<file path="src/rtl/sysclk_pkg.sv">
package sysclk_pkg;

  localparam int MAX_DIV  = 16;
  localparam int REG_W    = 8;
  localparam logic [REG_W-1:0] RST_VAL = 8'h20;

  typedef enum logic [1:0] {
    SPD_HIGH = 2'b00,
    SPD_MID  = 2'b01,
    SPD_LOW  = 2'b10,
    SPD_LP   = 2'b11
  } spd_e;

  typedef struct packed {
    logic [1:0] div;
    logic       drive;
    logic       sel;
    logic       stop;
  } ctl_t;

  // terminal count (ratio minus one) for a divider code
  function automatic int div_limit(input logic [1:0] code);
    case (code)
      2'b00:   return 0;
      2'b01:   return 1;
      2'b10:   return 3;
      default: return MAX_DIV - 1;
    endcase
  endfunction

endpackage

</file>
<file path="src/rtl/sysclk_regs.sv">
module sysclk_regs
  import sysclk_pkg::*;
(
  input  logic             clk,
  input  logic             rst_n,
  input  logic             wr_en,
  input  logic [REG_W-1:0] wdata,
  input  logic             wr_unlock,
  input  logic             clk_lock,
  input  logic             stop_lock,
  input  logic             osc_mon_en,
  input  logic             pll_ready,
  input  logic [1:0]       speed_mode,
  input  logic             main_osc_off,
  output ctl_t             ctl,
  output logic [REG_W-1:0] rdata
);

  ctl_t ctl_q, ctl_n;
  logic pend_q, pend_n;
  logic wr_ok;
  logic stop_entry;
  logic fast_mode;
  logic slow_off;

  assign wr_ok     = wr_en & wr_unlock;
  assign fast_mode = (speed_mode == SPD_HIGH) || (speed_mode == SPD_MID);
  assign slow_off  = main_osc_off && (speed_mode == SPD_LOW);

  always_comb begin
    ctl_n  = ctl_q;
    pend_n = pend_q;
    if (pend_q && pll_ready) begin
      ctl_n.sel = 1'b1;
      pend_n    = 1'b0;
    end
    if (wr_ok) begin
      ctl_n.div   = wdata[7:6];
      ctl_n.drive = wdata[5];
      if (!clk_lock) begin
        if (!wdata[1]) begin
          ctl_n.sel = 1'b0;
          pend_n    = 1'b0;
        end else if (pll_ready) begin
          ctl_n.sel = 1'b1;
          pend_n    = 1'b0;
        end else if (!ctl_q.sel) begin
          pend_n    = 1'b1;
        end
        if (!stop_lock) begin
          if (!wdata[0]) begin
            ctl_n.stop = 1'b0;
          end else if (!ctl_q.sel && !osc_mon_en) begin
            ctl_n.stop = 1'b1;
          end
        end
      end
    end
    stop_entry = ctl_n.stop & ~ctl_q.stop;
    if ((stop_entry && fast_mode) || slow_off) begin
      ctl_n.drive = 1'b1;
    end
  end

  always_ff @(posedge clk or negedge rst_n) begin
    if (!rst_n) begin
      ctl_q  <= '{div: 2'b00, drive: 1'b1, sel: 1'b0, stop: 1'b0};
      pend_q <= 1'b0;
    end else begin
      ctl_q  <= ctl_n;
      pend_q <= pend_n;
    end
  end

  assign ctl   = ctl_q;
  assign rdata = {ctl_q.div, ctl_q.drive, 3'b000, ctl_q.sel, ctl_q.stop};

  // nothing moves without an accepted write or a hardware event
  a_r1_hold_locked: assert property (@(posedge clk) disable iff (!rst_n)
    (!(wr_en && wr_unlock) && !pend_q && !slow_off) |=> $stable(rdata));

  // clock lock freezes stop and select (no pending select open)
  a_r2_lock_fields: assert property (@(posedge clk) disable iff (!rst_n)
    (clk_lock && !pend_q) |=> ($stable(rdata[0]) && $stable(rdata[1])));

  // stop lock freezes the stop field
  a_r3_stop_frozen: assert property (@(posedge clk) disable iff (!rst_n)
    stop_lock |=> $stable(rdata[0]));

  // no stop entry while PLL selected or monitor enabled
  a_r8_stop_reject: assert property (@(posedge clk) disable iff (!rst_n)
    ((rdata[1] || osc_mon_en) && !rdata[0]) |=> !rdata[0]);

  // stop entry from a fast mode leaves drive high
  a_r7_drive_on_stop: assert property (@(posedge clk) disable iff (!rst_n)
    ($rose(rdata[0]) && ($past(speed_mode) == SPD_HIGH || $past(speed_mode) == SPD_MID))
      |-> rdata[5]);

  // main oscillator off in low speed forces drive high
  a_r7_drive_on_off: assert property (@(posedge clk) disable iff (!rst_n)
    slow_off |=> rdata[5]);

  // select only rises once the PLL reported ready
  a_r11_pll_wait: assert property (@(posedge clk) disable iff (!rst_n)
    $rose(rdata[1]) |-> $past(pll_ready));

endmodule

</file>
<file path="src/rtl/sysclk_div.sv">
module sysclk_div
  import sysclk_pkg::*;
#(
  parameter int CNT_W = $clog2(MAX_DIV)
) (
  input  logic       clk,
  input  logic       rst_n,
  input  logic       tick,
  input  logic [1:0] code,
  input  logic       bypass,
  output logic       pulse
);

  logic [CNT_W-1:0] cnt_q, cnt_n;
  logic [CNT_W-1:0] lim_q, lim_n;
  logic             cnt_en;
  logic             boundary;

  assign boundary = tick && (cnt_q == lim_q);
  assign cnt_en   = tick;
  assign pulse    = boundary;

  always_comb begin
    cnt_n = boundary ? '0 : cnt_q + 1'b1;
    lim_n = bypass ? '0 : CNT_W'(div_limit(code));
  end

  always_ff @(posedge clk or negedge rst_n) begin
    if (!rst_n) begin
      cnt_q <= '0;
      lim_q <= '0;
    end else begin
      if (cnt_en)   cnt_q <= cnt_n;
      if (boundary) lim_q <= lim_n;
    end
  end

  // the active ratio only changes on a divided-clock boundary
  a_r12_ratio_at_edge: assert property (@(posedge clk) disable iff (!rst_n)
    !boundary |=> $stable(lim_q));

  // the counter never runs past the active terminal count
  a_r4_cnt_in_range: assert property (@(posedge clk) disable iff (!rst_n)
    cnt_q <= lim_q);

endmodule

</file>
<file path="src/rtl/sysclk_mux.sv">
module sysclk_mux (
  input  logic sel,
  input  logic alt_mode_a,
  input  logic alt_mode_b,
  input  logic stop,
  input  logic main_pulse,
  input  logic pll_tick,
  output logic use_pll,
  output logic sys_en
);

  logic src_pulse;

  assign use_pll   = sel & ~alt_mode_a & ~alt_mode_b;
  assign src_pulse = use_pll ? pll_tick : main_pulse;
  assign sys_en    = src_pulse & ~stop;

endmodule

</file>
<file path="src/rtl/sysclk_ctrl.sv">
module sysclk_ctrl
  import sysclk_pkg::*;
#(
  parameter int DIV_CNT_W = $clog2(MAX_DIV),
  parameter int SYNC_LEN  = 2
) (
  input  logic       clk,
  input  logic       rst_n,
  input  logic       wr_en,
  input  logic [7:0] wdata,
  output logic [7:0] rdata,
  input  logic       wr_unlock,
  input  logic       clk_lock,
  input  logic       stop_lock,
  input  logic       div_bypass,
  input  logic       alt_mode_a,
  input  logic       alt_mode_b,
  input  logic       pll_ready,
  input  logic       osc_mon_en,
  input  logic [1:0] speed_mode,
  input  logic       main_osc_off,
  input  logic       main_tick,
  input  logic       pll_tick,
  output logic       sys_en,
  output logic       src_pll,
  output logic       stop_req,
  output logic       drive_hi
);

  logic [SYNC_LEN-1:0] rst_pipe;
  logic                rst_int_n;
  ctl_t                ctl;
  logic                main_pulse;

  always_ff @(posedge clk or negedge rst_n) begin
    if (!rst_n) rst_pipe <= '0;
    else        rst_pipe <= {rst_pipe[SYNC_LEN-2:0], 1'b1};
  end
  assign rst_int_n = rst_pipe[SYNC_LEN-1];

  sysclk_regs u_regs (
    .clk          (clk),
    .rst_n        (rst_int_n),
    .wr_en        (wr_en),
    .wdata        (wdata),
    .wr_unlock    (wr_unlock),
    .clk_lock     (clk_lock),
    .stop_lock    (stop_lock),
    .osc_mon_en   (osc_mon_en),
    .pll_ready    (pll_ready),
    .speed_mode   (speed_mode),
    .main_osc_off (main_osc_off),
    .ctl          (ctl),
    .rdata        (rdata)
  );

  sysclk_div #(.CNT_W(DIV_CNT_W)) u_div (
    .clk    (clk),
    .rst_n  (rst_int_n),
    .tick   (main_tick),
    .code   (ctl.div),
    .bypass (div_bypass),
    .pulse  (main_pulse)
  );

  sysclk_mux u_mux (
    .sel        (ctl.sel),
    .alt_mode_a (alt_mode_a),
    .alt_mode_b (alt_mode_b),
    .stop       (ctl.stop),
    .main_pulse (main_pulse),
    .pll_tick   (pll_tick),
    .use_pll    (src_pll),
    .sys_en     (sys_en)
  );

  assign stop_req = ctl.stop;
  assign drive_hi = ctl.drive;

  // a stopped clock emits no enable
  a_r13_stop_gates: assert property (@(posedge clk) disable iff (!rst_int_n)
    stop_req |-> !sys_en);

endmodule

</file>
<file path="config.mk">
export PLATFORM = sky130hd
export DESIGN_NAME = sysclk_ctrl
export DESIGN_NICKNAME = d
export VERILOG_FILES = /design/src/rtl/sysclk_pkg.sv /design/src/rtl/sysclk_regs.sv /design/src/rtl/sysclk_div.sv /design/src/rtl/sysclk_mux.sv /design/src/rtl/sysclk_ctrl.sv
export SDC_FILE = /design/constraint.sdc
export NUM_CORES = 1
export LEC_CHECK = 0
export CELL_PAD_IN_SITES_DETAIL_PLACEMENT = 1
export CELL_PAD_IN_SITES_GLOBAL_PLACEMENT = 2
export CORE_MARGIN = 5
export CORE_UTILIZATION = 25
export DETAILED_ROUTE_END_ITERATION = 16
export DONT_BUFFER_PORTS = 1
export PLACE_DENSITY_LB_ADDON = 0.2
export RECOVER_POWER = 25
export SLEW_MARGIN = 10
export SYNTH_ARGS = -nofsm -noshare
export SYNTH_HDL_FRONTEND = slang
export SYNTH_HIERARCHICAL = 1
export SYNTH_SLANG_ARGS = --single-unit
</file>
<file path="constraint.sdc">
create_clock -name clk -period 3.9 [get_ports clk]
set_input_delay 0.585 -clock clk [delete_from_list [all_inputs] [get_ports clk]]
set_output_delay 0.585 -clock clk [all_outputs]
set_load 0.01 [all_outputs]
</file>
Word level (Yosys, flattened, before mapping). Cells that the tools add are included.

Word-level logic and storage cells: 53. Output and inout bits: 12. Input port bits: 24. Flip-flop bits (word level): 16.

Bitwise logic cells: 8. Mux-type cells: 19. Reductions and logical operators: 12. $add $sub $neg: 1. Equal/unequal tests: 5.

Operators with widths (count): two-way mux 1 bit (14); one-hot mux 4 bit (3 select lines) (1); two-way mux 4 bit (2); bitwise AND 1 bit (5); logical AND 1 bit (5); adder 4 x 1 -> 4 bit, second input constant (1); equality test 2 x 1 -> 1 bit, second input constant (2); equality test 2 bit, second input constant (2); equality test 4 bit (1); logical NOT 2 bit (2); two-way mux 3 bit (1); NOT 1 bit (3); logical NOT 1 bit (2); logical OR 1 bit (2); two-way mux 2 bit (1); nonzero test 2 bit (1).

Logic depth before layout (Yosys ltp).
Word-level depth: 11. Mapped depth: 4. Gate-level depth less buffers: 4.

Cells and area by module. Netlist, hierarchy kept.

By module, submodules not included: sysclk_div (cells each 37, times used 1, seq. area each 175.2 um2, area an instance 399.1 um2); sysclk_regs (cells each 34, times used 1, seq. area each 151.4 um2, area an instance 365.4 um2); sysclk_ctrl (cells each 3, times used 1, seq. area each 50.0 um2, area an instance 53.8 um2); sysclk_mux (cells each 4, times used 1, seq. area each 0.0 um2, area an instance 41.3 um2).

Worst setup path after synthesis. No wires, ideal clock.

Path type: reg2out. Start point: reg u_div.cnt_q[2]. End point: out sys_en. Arrival time: 1.628 ns. Stages on the path, launching flop included: 5. Path slack: 1.687 ns. Path buffers: 0. Required time: 3.315 ns. Cells stage by stage: dfrtp_1 -> or3_4 -> a2111oi_4 -> nand2b_1 -> mux2i_1.

Cells in the longest elaborated chain, start to end: 4.

RTL lines: from (decl) (RTL line sysclk_div.sv:14) `logic [CNT_W-1:0] cnt_q, cnt_n;`; from (signal assigned) (RTL line sysclk_div.sv:33) `if (cnt_en) cnt_q <= cnt_n;`; equality test 4 bit (RTL line sysclk_div.sv:19) `assign boundary = tick && (cnt_q == lim_q);`; logical AND 1 bit (RTL line sysclk_div.sv:19); net main_pulse (RTL line sysclk_ctrl.sv:33) `logic main_pulse;`; two-way mux 1 bit (RTL line sysclk_mux.sv:15) `assign src_pulse = use_pll ? pll_tick : main_pulse;`; bitwise AND 1 bit (RTL line sysclk_mux.sv:16) `assign sys_en = src_pulse & ~stop;`; to (decl) (RTL line sysclk_ctrl.sv:24) `output logic sys_en,`.

The timed path passes the listed nets, and every way through them passes these cells.

Worst setup path after layout. Ends and elaborated chain as after synthesis.

==> impl_metrics.yaml <==
synthesis:
  synthCells: 78
  yosysTopAreaCell: "dfrtp_1"
  syn_area_per_cell_um2: 11.0
  seq_area_frac_synth_pct: 43.8
  ys.flop_type: "dfrtp_1"
  synthesis.area_um2: 860
  async_flop_share_pct: 100
  yosys_register_bits: 15
  yosys-top-cells-area: "dfrtp_1, buf_4, mux2_4, a2111oi_4, dfstp_2"
  synth-edff-count: 0
  synth_top_area_share_pct: 40.8
  synth.distinct_cells: 31
  yosys_warnings: 6
power:
  p_seq_share_pct: 52.9
  internal_power_mw: 0.313
  switchingPower_mw: 0.176
  total_power_mw: 0.489
  switching_share_pct: 36.0
  comb_power_share_pct: 29.2
  power_density_mw_per_mm2: 542
  clock_power_share_pct: 17.9
  leakage_nw: 0.371
  ir_drop_v: 0.000234
timing:
  fin_hold_ws_ns: 0.230
  final.setup.worst_slack_ns: 1.20
  setup_tns_ns: 0
  fin_worst_skew_ns: 0.00614
  rsz0062_at_grt: "no"
  hold_violations: 0
  fin_crit_sh_pct: 69.3
  fin_crit_ns: 2.70
  max_slew_margin_pct: 59.9
  maxSlewViolCount: 0
  setup_viol: 0
  worst_pin_slew_ns: 0.602
  fmax_mhz: 370
clock_tree:
  cts_resized: 0
  cts_setup_buffers: 0
  cts_buffers: 3
  cts_max_path_buffers: 2
  root_buffer: "clkbuf_4"
  cts.sinks: 15
  clkLatencyLatePin_ns: 0.28
  clk_pin_slew_ns: 0.09
  cts-htree-levels: 1
  cts_tree: "yes"
  ctsHoldBuffers: 1
floorplanning:
  core_mm2: 0.00334
  die_h_um: 68.6
  start_util_pct: 25.8
  die_x_um: 68.6
  core.rowCount: 21
  ios: 36
  die-area_mm2: 0.00471
detailed_routing:
  wire_per_inst_um: 13.8
  wl_um: 1690
  drt-initial-drc-count: 2
  ant_nets: 0
  first_pass_iters: 2
  drcViolationCount: 0
  vias: 545
  vias_per_cell: 4.43
place:
  pre_cts_ws_ns: 1.44
  dpl-instance-area_um2: 865
  gp_congestion: 0.658
  dp_hpwl_um: 1390
  portBuffers: 0
setup_path:
  crit_arrival_ns: 2.12
  critPathLaunchType: "register"
  worstSetupPathType: "register to output pin"
  crit_fanout: 7
  crit_path_end_kind: "output pin"
  cp.required_ns: 3.31
cells_and_area:
  postLayoutCellArea_um2: 902
  mostFrequentLayoutCell: "dfrtp_1"
  layout-drive-gt1-share_pct: 20.8
  syn_to_final_growth_pct: 4.95
  mostFrequentLayoutCells: "dfrtp_1, nand2_1, conb_1, nand2b_1, nor2_1"
  diodes: 0
  nets: 103
  fillers: 386
hold_path:
  hold_class: "register to async pin"
global_route:
  grt_max_degree: 14
  antenna_found_initial: 0
  grt_pass1_wl_um: 2800
  grt_usage_pct: 8.11
  grt_pass1_vias: 647
  grt.overflow.total: 0
run:
  cap_violations: 0
run_status:
  status: "completed"
-- power by group through the flow --
| stage | clock network, mW | logic (mW) | registers, mW |
|---|---|---|---|
| 2_1_floorplan | 0 | 0.147 | 0.242 |
| 3_3_place_gp | 0 | 0.139 | 0.263 |
| 3_5_place_dp | 0 | 0.144 | 0.264 |
| 4_1_cts | 0.0941 | 0.146 | 0.261 |
| 5_1_grt | 0.103 | 0.159 | 0.269 |
| 6_report | 0.0877 | 0.143 | 0.258 |
-- sequential cells by signal, indices dropped and copies added (netlist names) --
register and cells:
rst_pipe 2, u_div/cnt_q 4, u_regs/pend_q 1, u_div/lim_q 3, u_regs/ctl 5
-- worst max-delay path, cell delays in order (launching register included) --
cell and delay (ns):
dfrtp_1 0.43, or3_4 0.39, a2111oi_4 0.63, nand2b_1 0.12, mux2i_1 0.27
-- per-stage QoR --
step,instances,util [%]
6_report,123,27.0
5_1_grt,123,27.0
4_1_cts,123,27.0
3_5_place_dp,118,25.9
3_3_place_gp,118,25.9
2_1_floorplan,80,-
-- path summary, 6_finish.rpt --
check / from / to / slack [ns] / depth (start not counted)
max: u_div/cnt_q[2] / sys_en / 1.20 / 4
min: rst_pipe[1] / u_div/lim_q[1] / 0.23 / 0
max reg2reg: u_div/cnt_q[2] / u_div/lim_q[1] / 1.99 / 3
min reg2reg: rst_pipe[1] / u_div/lim_q[1] / 0.23 / 0
max in group asynchronous: rst_n / rst_pipe[1] / 3.26 / 1
min in group clk: speed_mode[1] / u_regs/ctl[2] / 0.35 / 1
-- layout make-up --
type                       count  area, µm²  area share [%]
clock buffer                   3       22.5            2.50
clock inverter                 1       5.00           0.555
inverter                       3       11.3            1.25
multi-input combinational     54        419            46.5
sequential                    15        377            41.7
tap                           46       57.6            6.38
timing repair buffer           1       10.0            1.11
-- cells in the mapped netlist, types with 2 or more instances --
library cell   n
dfrtp_1       14
a21oi_1        3
mux2_2         2
mux2i_1        2
buf_4          8
nand2b_1       4
nor3_1         2
xor2_1         3
nand2_1        6
mux2_4         2
nor2b_1        2
nor2_1         4
conb_1         2
o21ai_0        3
nand3_1        3
inv_1          3
-- metal layers --
layer | wire [µm] | GRT usage, %
met5 | 0 | 0
met4 | 18 | 4.47
met3 | 156 | 2.92
met2 | 869 | 13.5
met1 | 648 | 8.94
-- logic make-up (layout without fill, tap and decap cells) --
kind of cell / Yosys count / after routing / synth area share (%)
adder cells (fa/ha/maj): 1 / 1 / 1.46
buffers and inverters: 11 / 8 / 8.30
XOR/XNOR: 3 / 3 / 3.06
AND/OR/NAND/NOR: 28 / 28 / 21.1
other: 2 / 4 / 0.874
flip-flops: 15 / 15 / 43.8
AO/OA/AOI/OAI: 12 / 12 / 13.0
multiplexers: 6 / 6 / 8.44
(Power assumes the default switching activity.)
